<file path="src/rtl/lrs_pkg.sv">
package lrs_pkg;
    localparam int unsigned LANE_CNT = 4;

    typedef enum logic [2:0] {
        ST_IDLE,
        ST_SETTLE,
        ST_PROGRAM,
        ST_POWERUP,
        ST_POLL,
        ST_RELEASE,
        ST_FAIL
    } lrs_state_e;

    typedef enum logic [1:0] {
        ERR_NONE    = 2'd0,
        ERR_CONFIG  = 2'd1,
        ERR_TIMEOUT = 2'd2
    } lrs_err_e;

    typedef struct packed {
        logic [14:0] div;
        logic [1:0]  rsel;
        logic [2:0]  rterm;
        logic [3:0]  refdiv;
        logic [15:0] pllctl;
        logic [15:0] txctl;
    } lrs_rate_cfg_t;

    // Lowest n bits set, for lane counts 0..LANE_CNT.
    function automatic logic [LANE_CNT-1:0] lane_mask(input logic [2:0] n);
        logic [LANE_CNT:0] one_hot;
        one_hot = (LANE_CNT+1)'(1) << n;
        return LANE_CNT'(one_hot - 1'b1);
    endfunction
endpackage

</file>
<file path="src/rtl/lrs_us_timer.sv">
module lrs_us_timer #(
    parameter int unsigned PERIOD = 100
) (
    input  logic clk,
    input  logic rst_n,
    input  logic en,
    output logic tick
);
    localparam int unsigned W = (PERIOD > 1) ? $clog2(PERIOD) : 1;

    logic [W-1:0] cnt;

    assign tick = en && (cnt == W'(PERIOD - 1));

    always_ff @(posedge clk or negedge rst_n) begin
        if (!rst_n)
            cnt <= '0;
        else if (!en || tick)
            cnt <= '0;
        else
            cnt <= cnt + 1'b1;
    end
endmodule

</file>
<file path="src/rtl/lrs_cfg_check.sv">
module lrs_cfg_check (
    input  logic [1:0] rate,
    input  logic [2:0] lanes,
    output logic       ok
);
    logic rate_ok;
    logic lanes_ok;

    always_comb begin
        rate_ok  = (rate == 2'd0) || (rate == 2'd1);
        lanes_ok = (lanes == 3'd1) || (lanes == 3'd2) || (lanes == 3'd4);
        ok       = rate_ok && lanes_ok;
    end
endmodule

</file>
<file path="src/rtl/lrs_rate_table.sv">
module lrs_rate_table
    import lrs_pkg::*;
(
    input  logic [1:0]    rate,
    output lrs_rate_cfg_t cfg
);
    always_comb begin
        cfg.rterm  = 3'd1;
        cfg.refdiv = 4'd0;
        cfg.pllctl = 16'h0800;
        cfg.txctl  = 16'h0000;
        unique case (rate)
            2'd0: begin
                cfg.div  = 15'h4380;
                cfg.rsel = 2'd1;
            end
            default: begin
                cfg.div  = 15'h3840;
                cfg.rsel = 2'd0;
            end
        endcase
    end
endmodule

</file>
<file path="src/rtl/lrs_seq.sv">
module lrs_seq
    import lrs_pkg::*;
#(
    parameter int unsigned CYC_PER_US = 125,
    parameter int unsigned SETTLE_US  = 100,
    parameter int unsigned POLL_US    = 100,
    parameter int unsigned TIMEOUT_US = 1000
) (
    input  logic        clk,
    input  logic        rst_n,
    input  logic        start_i,
    input  logic [1:0]  rate_i,
    input  logic [2:0]  lanes_i,
    input  logic        ssc_i,
    input  logic        pll_ready_i,
    output logic [3:0]  tx_idle_o,
    output logic [3:0]  tx_pd_o,
    output logic        pll_pd_o,
    output logic [1:0]  tx_mode_o,
    output logic [14:0] pll_div_o,
    output logic [1:0]  rate_sel_o,
    output logic [2:0]  rterm_o,
    output logic [3:0]  ref_div_o,
    output logic [15:0] pll_ctl_o,
    output logic [15:0] tx_ctl_o,
    output logic        ssc_en_o,
    output logic [3:0]  ssc_depth_o,
    output logic [9:0]  ssc_cnt_o,
    output logic        done_o,
    output logic [1:0]  err_o
);
    localparam int unsigned SETTLE_CYC = SETTLE_US * CYC_PER_US;
    localparam int unsigned POLL_CYC   = POLL_US * CYC_PER_US;
    localparam int unsigned POLL_MAX   = TIMEOUT_US / POLL_US;
    localparam int unsigned PW         = $clog2(POLL_MAX + 1);

    lrs_state_e    state, nxt;
    logic          cfg_ok;
    logic          settle_tick, poll_tick;
    logic [PW-1:0] poll_cnt;
    logic [1:0]    cap_rate;
    logic [2:0]    cap_lanes;
    logic          cap_ssc;
    lrs_rate_cfg_t rate_cfg;
    logic [3:0]    act_mask;

    lrs_cfg_check i_check (.rate(rate_i), .lanes(lanes_i), .ok(cfg_ok));
    lrs_rate_table i_table (.rate(cap_rate), .cfg(rate_cfg));

    lrs_us_timer #(.PERIOD(SETTLE_CYC)) i_settle_tmr (
        .clk(clk), .rst_n(rst_n), .en(state == ST_SETTLE), .tick(settle_tick));
    lrs_us_timer #(.PERIOD(POLL_CYC)) i_poll_tmr (
        .clk(clk), .rst_n(rst_n), .en(state == ST_POLL), .tick(poll_tick));

    assign act_mask = lane_mask(cap_lanes);

    always_comb begin
        nxt = state;
        unique case (state)
            ST_IDLE:    if (start_i && cfg_ok) nxt = ST_SETTLE;
            ST_SETTLE:  if (settle_tick) nxt = ST_PROGRAM;
            ST_PROGRAM: nxt = ST_POWERUP;
            ST_POWERUP: nxt = ST_POLL;
            ST_POLL: begin
                if (poll_tick) begin
                    if (pll_ready_i)
                        nxt = ST_RELEASE;
                    else if (poll_cnt == PW'(POLL_MAX - 1))
                        nxt = ST_FAIL;
                end
            end
            ST_RELEASE: nxt = ST_IDLE;
            ST_FAIL:    nxt = ST_IDLE;
            default:    nxt = ST_IDLE;
        endcase
    end

    // State register, with the poll counter that belongs to it.
    always_ff @(posedge clk or negedge rst_n) begin
        if (!rst_n) begin
            state    <= ST_IDLE;
            poll_cnt <= '0;
        end else begin
            state <= nxt;
            if (state != ST_POLL)
                poll_cnt <= '0;
            else if (poll_tick)
                poll_cnt <= poll_cnt + 1'b1;
        end
    end

    // Output and captured-request registers.
    always_ff @(posedge clk or negedge rst_n) begin
        if (!rst_n) begin
            tx_idle_o   <= 4'hF;
            tx_pd_o     <= 4'hF;
            pll_pd_o    <= 1'b1;
            tx_mode_o   <= 2'd3;
            pll_div_o   <= '0;
            rate_sel_o  <= '0;
            rterm_o     <= '0;
            ref_div_o   <= '0;
            pll_ctl_o   <= '0;
            tx_ctl_o    <= '0;
            ssc_en_o    <= 1'b0;
            ssc_depth_o <= '0;
            ssc_cnt_o   <= '0;
            done_o      <= 1'b0;
            err_o       <= ERR_NONE;
            cap_rate    <= '0;
            cap_lanes   <= '0;
            cap_ssc     <= 1'b0;
        end else begin
            done_o <= 1'b0;
            unique case (state)
                ST_IDLE: begin
                    if (start_i) begin
                        if (cfg_ok) begin
                            tx_idle_o <= 4'hF;
                            tx_pd_o   <= 4'hF;
                            err_o     <= ERR_NONE;
                            cap_rate  <= rate_i;
                            cap_lanes <= lanes_i;
                            cap_ssc   <= ssc_i;
                        end else begin
                            err_o  <= ERR_CONFIG;
                            done_o <= 1'b1;
                        end
                    end
                end
                ST_SETTLE: begin
                    if (settle_tick) begin
                        tx_mode_o <= 2'd3;
                        pll_pd_o  <= 1'b1;
                    end
                end
                ST_PROGRAM: begin
                    pll_div_o  <= rate_cfg.div;
                    rate_sel_o <= rate_cfg.rsel;
                    rterm_o    <= rate_cfg.rterm;
                    ref_div_o  <= rate_cfg.refdiv;
                    pll_ctl_o  <= rate_cfg.pllctl;
                    tx_ctl_o   <= rate_cfg.txctl;
                    ssc_en_o   <= cap_ssc;
                    if (cap_ssc) begin
                        ssc_depth_o <= 4'd9;
                        ssc_cnt_o   <= 10'h17D;
                    end
                end
                ST_POWERUP: begin
                    pll_pd_o <= 1'b0;
                    tx_pd_o  <= ~act_mask;
                end
                ST_POLL: ;
                ST_RELEASE: begin
                    tx_mode_o <= 2'd0;
                    tx_idle_o <= ~act_mask;
                    done_o    <= 1'b1;
                end
                ST_FAIL: begin
                    err_o  <= ERR_TIMEOUT;
                    done_o <= 1'b1;
                end
                default: ;
            endcase
        end
    end
endmodule

</file>
<file path="config.mk">
export PLATFORM = sky130hd
export DESIGN_NAME = lrs_seq
export DESIGN_NICKNAME = d
export VERILOG_FILES = /design/src/rtl/lrs_pkg.sv /design/src/rtl/lrs_us_timer.sv /design/src/rtl/lrs_cfg_check.sv /design/src/rtl/lrs_rate_table.sv /design/src/rtl/lrs_seq.sv
export SDC_FILE = /design/constraint.sdc
export NUM_CORES = 1
export LEC_CHECK = 0
export ABC_CLOCK_PERIOD_IN_PS = 2100
export BUFFER_PORTS_ARGS = -buffer_cell sky130_fd_sc_hd__buf_2
export CAP_MARGIN = 5
export CORE_MARGIN = 8
export CORE_UTILIZATION = 40
export CTS_CLUSTER_SIZE = 25
export DETAILED_ROUTE_END_ITERATION = 8
export PLACE_DENSITY_LB_ADDON = 0.05
export SYNTH_ARGS = -nofsm -noshare
export SYNTH_HDL_FRONTEND = slang
export SYNTH_SLANG_ARGS = --single-unit
export TNS_END_PERCENT = 30
</file>
<file path="constraint.sdc">
create_clock -name clk -period 2.1 [get_ports clk]
set_clock_uncertainty 0.05 [all_clocks]
set_input_delay 0.105 -clock clk [delete_from_list [all_inputs] [get_ports clk]]
set_output_delay 0.105 -clock clk [all_outputs]
set_load 0.05 [all_outputs]
</file>
==> metrics.json, run 1 <==
{
  "period_needed": {"value": 1.87, "unit": "ns"},
  "outcome": {"value": "complete, no violations"},
  "synth_warnings": {"value": 0},
  "global_route.usage.total": {"value": 11.9, "unit": "%"},
  "syn-instance-count": {"value": 350},
  "unrepaired_setup_endpoints_after_global_routing": {"value": "false"},
  "worst_ir_drop_vdd": {"value": 0.000369, "unit": "V"},
  "timing.hold.worst.class": {"value": "in -> reg"},
  "power.share.switching": {"value": 26.7, "unit": "%"},
  "crit_start_category": {"value": "flip-flop"},
  "power_frac_comb": {"value": 9.8, "unit": "%"},
  "critPathKind": {"value": "reg -> reg"},
  "worstSkewPairLatency": {"value": 0.33, "unit": "ns"},
  "synth_top_area_cell": {"value": "dfrtp_1"},
  "cts_tree": {"value": "built"},
  "num-nets-final": {"value": 401},
  "cts_buffer_count": {"value": 9},
  "netlist-cell-type-count": {"value": 48},
  "clock_power_share": {"value": 46.1, "unit": "%"},
  "drtIter0Drc": {"value": 82},
  "internal_power_of_the_cells": {"value": 1.89, "unit": "mW"},
  "antenna_found_initial": {"value": 0},
  "cap_violations": {"value": 0},
  "timing.setup.tns": {"value": 0, "unit": "ns"},
  "timing.final.crit_share": {"value": 89.1, "unit": "%"},
  "worstSetupEndpointType": {"value": "flip-flop"},
  "syn_to_final_growth": {"value": 9.00, "unit": "%"},
  "pwr-share-seq": {"value": 44.1, "unit": "%"},
  "drc": {"value": 0},
  "setup-violations-final": {"value": 0},
  "routed-via-count": {"value": 2269},
  "routed_via_density": {"value": 4.57},
  "worst_path_largest_cell_delay": {"value": 0.52, "unit": "ns"},
  "fin_util": {"value": 45.0, "unit": "%"},
  "clock_tree.buffer_depth": {"value": 2},
  "clk_pin_slew": {"value": 0.07, "unit": "ns"},
  "design.core.area": {"value": 0.00822, "unit": "mm²"},
  "dieHeight": {"value": 108, "unit": "µm"},
  "synthDominantCellAreaShare": {"value": 36.1, "unit": "%"},
  "placement.io_buffers": {"value": 44},
  "cts.sink_count": {"value": 59},
  "worst_ep_required_time": {"value": 2.33, "unit": "ns"},
  "drv_slew": {"value": 0},
  "wl_per_cell": {"value": 13.6, "unit": "µm"},
  "async_flop_share": {"value": 100, "unit": "%"},
  "number_of_global_route_vias_before_repair": {"value": 2257},
  "mappedNetlistArea": {"value": 0.00339, "unit": "mm²"},
  "antenna_cells_inserted": {"value": 0},
  "share_of_cells_above_drive_strength_1": {"value": 22.8, "unit": "%"},
  "initial_core_util": {"value": 41.3, "unit": "%"},
  "grt_start_max_net_pins": {"value": 60},
  "synth.yosys.seq_area_share": {"value": 43.9, "unit": "%"},
  "crit_arrival": {"value": 2.10, "unit": "ns"},
  "die_outline_area": {"value": 0.0117, "unit": "mm²"},
  "hold_viol_final": {"value": 0},
  "pin_count": {"value": 95},
  "cp_slowest_cell": {"value": "or4_1"},
  "die_x": {"value": 108, "unit": "µm"},
  "dp.final_hpwl": {"value": 4890, "unit": "µm"},
  "path_cells": {"value": "ha_1 > and4bb_2 > nand4_2 > or4_1 > nand2_1"},
  "post_cts.repair.setup_buffers": {"value": 0},
  "fmax": {"value": 534, "unit": "MHz"},
  "powerDensity": {"value": 698, "unit": "mW/mm²"},
  "grt_overflow": {"value": 0},
  "post_synth_main_area_contributors": {"value": "dfrtp_1 36%, buf_4 15%, dfstp_2 7.7%"},
  "detail-route-antenna-nets": {"value": 0},
  "layout_fillers": {"value": 809},
  "dr.pass1.iters": {"value": 4},
  "ys_ff_latch": {"value": 59},
  "final.hold.worst_slack": {"value": 0.0939, "unit": "ns"},
  "cts_root_buffer": {"value": "clkbuf_8"},
  "gpl.final_weighted_congestion": {"value": 0.761},
  "leakage": {"value": 1.82, "unit": "nW"},
  "grt_first_pass_wirelength": {"value": 11200, "unit": "µm"},
  "switchingPower": {"value": 0.690, "unit": "mW"},
  "wirelength": {"value": 6730, "unit": "µm"},
  "row_count": {"value": 33},
  "top_flip_flop_cell_by_instance_count_after_synthesis": {"value": "dfrtp_1"},
  "htree_levels": {"value": 3},
  "synthesis.area_per_instance": {"value": 9.70, "unit": "µm²"},
  "placed_cells_incl_taps": {"value": 474},
  "final_cells": {"value": 496},
  "worstPathMaxFanout": {"value": 9},
  "synth-edff-count": {"value": 0}
}
==> cell type report <==
cell class / count / area, µm² / share of cell area, %
Timing Repair Buffer: 55 / 330 / 8.93
Clock inverter: 4 / 72.6 / 1.96
Tap cell: 105 / 131 / 3.55
Multi-Input combinational cell: 254 / 1490 / 40.4
Inverter: 7 / 26.3 / 0.710
Sequential cell: 59 / 1490 / 40.3
Clock buffer: 12 / 155 / 4.19
==> timing repair <==
| item | in CTS | in global routing |
|---|---|---|
| gates resized for setup | 0 | 0 |
| endpoints found under the hold margin | 54 | 0 |
| hold buffers | 6 | 0 |
==> cell usage after synthesis, types with 7 or more instances <==
master / number
buf_4: 67
dfrtp_1: 49
nor2_1: 49
nand2_1: 22
xor2_1: 18
a21oi_1: 13
nand3_1: 11
dfstp_2: 10
nand4_1: 9
xnor2_1: 9
and2_1: 8
inv_1: 7
==> critical path, delay by kind of cell (launching register included) <==
kind | cells | cell delay [ns]
adder cells (fa/ha/maj) | 1 | 0.28
flip-flops | 1 | 0.38
AND/OR/NAND/NOR | 4 | 1.10
==> stage by stage <==
step / worst slack (ns) / total power [mW] / area (µm²)
2_1_floorplan: 0.399 / 1.43 / 3580
6_report: 0.228 / 2.58 / 3700
4_1_cts: 0.227 / 2.62 / 3700
3_5_place_dp: 0.229 / 1.40 / 3410
5_1_grt: 0.112 / 2.68 / 3700
3_3_place_gp: 0.272 / 1.40 / 3410
==> final timing paths <==
path                                                    start                       endpoint  slack, ns  cells after the start
worst max register to register    i_poll_tmr.cnt[0]$_DFF_PN0_        poll_cnt[3]$_DFFE_PN0N_       0.23                      5
worst min register to register  i_settle_tmr.cnt[0]$_DFF_PN0_  i_settle_tmr.cnt[0]$_DFF_PN0_       0.40                      1
worst min-delay path                              pll_ready_i           state[1]$_DFFE_PN0P_       0.09                      3
max in group asynchronous                               rst_n           pll_pd_o$_DFFE_PN1P_       1.42                      3
min in group asynchronous                               rst_n   i_poll_tmr.cnt[11]$_DFF_PN0_       0.23                      3
worst max-delay path              i_poll_tmr.cnt[0]$_DFF_PN0_        poll_cnt[3]$_DFFE_PN0N_       0.23                      5
==> sequential cells by signal (all words and copies together) (netlist names), 3 cells and up <==
name / count
i_settle_tmr.cnt: 14
state: 3
tx_pd_o: 4
cap_lanes: 3
i_poll_tmr.cnt: 14
poll_cnt: 4
tx_idle_o: 4
==> layer usage <==
metal  up-vias  GRT usage, %  wire (µm)
met5         -             0          0
met4         0          3.57         72
met3         6          4.34        446
met2        58          18.3       3090
met1      1076          15.3       3130
li1       1129             -          -
==> logic make-up (layout without fill, tap and decap cells) <==
| logic type | count (synthesis) | after routing | share of synthesized area, % |
|---|---|---|---|
| multiplexers | 7 | 7 | 2.43 |
| XOR/XNOR | 27 | 27 | 6.97 |
| buffers and inverters | 86 | 78 | 17.5 |
| AND/OR/NAND/NOR | 135 | 135 | 21.3 |
| flip-flops | 59 | 59 | 43.9 |
| other | 1 | 50 | 0.111 |
| AO/OA/AOI/OAI | 30 | 30 | 5.94 |
| adder cells (fa/ha/maj) | 5 | 5 | 1.84 |
==> cell usage in the layout (no fill, tap or decap), types with 5 or more instances in the layout <==
master         Yosys  final
xnor2_1            9      9
inv_1              7      7
dfrtp_1           49     49
clkbuf_8           0     11
nand3_1           11     11
nor2_1            49     49
a21oi_1           13     13
xor2_1            18     18
nand2_1           22     22
nand4_1            9      9
buf_2              4     44
dlygate4sd3_1      0      6
and2_1             8      8
dfstp_2           10     10
conb_1             1     50
mux2_2             6      6
ha_1               5      5
==> power groups by stage <==
| stage | registers (mW) | logic, mW | clock network, mW |
|---|---|---|---|
| 2_1_floorplan | 1.16 | 0.276 | 0 |
| 3_3_place_gp | 1.16 | 0.244 | 0 |
| 3_5_place_dp | 1.16 | 0.244 | 0 |
| 4_1_cts | 1.14 | 0.253 | 1.23 |
| 5_1_grt | 1.14 | 0.267 | 1.28 |
| 6_report | 1.14 | 0.254 | 1.19 |
No activity file was read; power rests on OpenSTA's default activity.
==> run 2, diff against run 1 <==
--- a/config.mk
+++ b/config.mk
@@ -8,11 +8,13 @@
 export ABC_CLOCK_PERIOD_IN_PS = 2100
 export BUFFER_PORTS_ARGS = -buffer_cell sky130_fd_sc_hd__buf_2
 export CAP_MARGIN = 5
+export CORE_ASPECT_RATIO = 1.75
 export CORE_MARGIN = 8
 export CORE_UTILIZATION = 40
 export CTS_CLUSTER_SIZE = 25
 export DETAILED_ROUTE_END_ITERATION = 8
 export PLACE_DENSITY_LB_ADDON = 0.05
+export REMOVE_ABC_BUFFERS = 1
 export SYNTH_ARGS = -nofsm -noshare
 export SYNTH_HDL_FRONTEND = slang
 export SYNTH_SLANG_ARGS = --single-unit
==> metrics.json, run 2 (synthesis gave the netlist of run 1 again) <==
{
  "global_route.usage.total": {"value": 13.0, "unit": "%"},
  "final_design_area_no_fill": {"value": 0.00373, "unit": "mm²"},
  "detail-route-antenna-nets": {"value": 0},
  "setup.reg_to_reg.worst_slack": {"value": 0.23, "unit": "ns"},
  "timing.final.ws_setup": {"value": 0.222, "unit": "ns"},
  "leakage": {"value": 1.85, "unit": "nW"},
  "drtIter0Drc": {"value": 53},
  "placed_cells_incl_taps": {"value": 462},
  "powerDensity": {"value": 722, "unit": "mW/mm²"},
  "worst_ir_drop_vdd": {"value": 0.000468, "unit": "V"},
  "hold_path.startpoint": {"value": "pll_ready_i"},
  "share_of_cells_above_drive_strength_1": {"value": 22.4, "unit": "%"},
  "layout_commonest_cell": {"value": "conb_1"},
  "worstPathMaxFanout": {"value": 14},
  "grt_first_pass_wirelength": {"value": 11800, "unit": "µm"},
  "cap_violations": {"value": 0},
  "worst_path_largest_cell_delay": {"value": 0.53, "unit": "ns"},
  "timing.hold.worst.class": {"value": "in -> reg"},
  "antenna_cells_inserted": {"value": 0},
  "number_of_global_route_vias_before_repair": {"value": 2430},
  "routed_via_density": {"value": 4.74},
  "dieHeight": {"value": 138, "unit": "µm"},
  "design_power_total": {"value": 2.69, "unit": "mW"},
  "num-nets-final": {"value": 402},
  "placement.cell_area": {"value": 0.00340, "unit": "mm²"},
  "slew_headroom": {"value": 64.9, "unit": "%"},
  "path_cells": {"value": "dlygate4sd3_1 > buf_2 > or4b_1 > o31ai_2 > nand3_4 > mux2_4"},
  "cp_slowest_cell": {"value": "dlygate4sd3_1"},
  "crit_start_category": {"value": "input pin"},
  "worst_ep_required_time": {"value": 2.26, "unit": "ns"},
  "hold_viol_final": {"value": 0},
  "final_cells": {"value": 484},
  "outcome": {"value": "complete, no violations"},
  "placement.io_buffers": {"value": 44},
  "design.core.area": {"value": 0.00826, "unit": "mm²"},
  "largestRegisters": {"value": "i_poll_tmr.cnt x14, i_settle_tmr.cnt x14"},
  "unrepaired_setup_endpoints_after_global_routing": {"value": "false"},
  "timing.final.crit_share": {"value": 89.4, "unit": "%"},
  "row_count": {"value": 44},
  "fmax": {"value": 532, "unit": "MHz"},
  "regToRegStartpoint": {"value": "i_poll_tmr.cnt[0]$_DFF_PN0_"},
  "cts_root_buffer": {"value": "clkbuf_16"},
  "period_needed": {"value": 1.88, "unit": "ns"},
  "dr.pass1.iters": {"value": 4},
  "gpl.final_weighted_congestion": {"value": 0.832},
  "setup-violations-final": {"value": 0},
  "wirelength": {"value": 7310, "unit": "µm"},
  "critPathKind": {"value": "in -> reg"},
  "clk_pin_slew": {"value": 0.05, "unit": "ns"},
  "worstSkewPairLatency": {"value": 0.32, "unit": "ns"},
  "cts_buffer_count": {"value": 9},
  "layout_common_cells": {"value": "50 x conb_1, 49 x nor2_1, 49 x dfrtp_1, 44 x buf_2, 22 x nand2_1"},
  "fin_util": {"value": 45.1, "unit": "%"},
  "grt_overflow": {"value": 0},
  "clock_tree.buffer_depth": {"value": 2},
  "die_x": {"value": 85.6, "unit": "µm"},
  "syn_to_final_growth": {"value": 9.85, "unit": "%"},
  "pin_count": {"value": 95},
  "grt_start_max_net_pins": {"value": 39},
  "crit_arrival": {"value": 2.04, "unit": "ns"},
  "wl_per_cell": {"value": 15.1, "unit": "µm"},
  "initial_core_util": {"value": 41.1, "unit": "%"},
  "worstSetupEndpointType": {"value": "flip-flop"},
  "dp.final_hpwl": {"value": 5560, "unit": "µm"},
  "drc": {"value": 0},
  "worstSetupStartpoint": {"value": "lanes_i[1]"},
  "drv_slew": {"value": 0},
  "timing.setup.tns": {"value": 0, "unit": "ns"},
  "post_cts.repair.setup_buffers": {"value": 0},
  "ctsHoldBuffers": {"value": 6},
  "antenna_found_initial": {"value": 0},
  "cts_resized": {"value": 0},
  "routed-via-count": {"value": 2292},
  "dpl_worst_slack": {"value": 0.234, "unit": "ns"},
  "tightest_slew": {"value": 0.526, "unit": "ns"},
  "cts_tree": {"value": "built"},
  "cts.sink_count": {"value": 59},
  "htree_levels": {"value": 3},
  "final.hold.worst_slack": {"value": 0.0722, "unit": "ns"},
  "die_outline_area": {"value": 0.0118, "unit": "mm²"}
}
## run 2: cell types whose count changed in the layout (fill, tap and decap cells not counted), sizes merged
cell and delta:
buf +1, clkinv +2, clkbuf +1, bufinv -2
clkinvlp -1
## run 2: critical path: cells and delay by family
kind,cells,cell delay (ns)
AO/OA/AOI/OAI,1,0.14
multiplexers,1,0.35
AND/OR/NAND/NOR,2,0.78
buffers and inverters,2,0.66
## run 2: layer usage
layer	up-vias	share of wire, %	global-route usage [%]
met5	-	0	0
met4	0	2.5	6.86
met3	12	4.9	3.88
met2	52	56	24.4
met1	1101	36	12.3
li1	1127	-	-
## run 2: cell type report
| class | instances | area [µm²] |
|---|---|---|
| multi-input combinational | 254 | 1490 |
| fill | 842 | 4530 |
| timing repair buffer | 56 | 338 |
| inverter | 7 | 26.3 |
| clock buffer | 13 | 250 |
| clock inverter | 3 | 15.0 |
| sequential | 59 | 1490 |
| tap | 92 | 115 |
## run 2: final timing paths
check,endpoint,cells after the start
worst min-delay path,state[1]$_DFFE_PN0P_,3
worst max register to register,poll_cnt[3]$_DFFE_PN0N_,5
min in group asynchronous,rterm_o[0]$_DFFE_PN0P_,2
worst min register to register,i_settle_tmr.cnt[0]$_DFF_PN0_,1
max in group asynchronous,tx_mode_o[0]$_DFFE_PN1P_,3
worst max-delay path,cap_rate[0]$_DFFE_PN0P_,6
## run 2: power breakdown
group | switching [mW] | internal (mW) | leakage [nW]
Sequential | 0 | 1.14 | 0.751
Combinational | 0.233 | 0.0221 | 0.967
Clock | 0.475 | 0.823 | 0.133
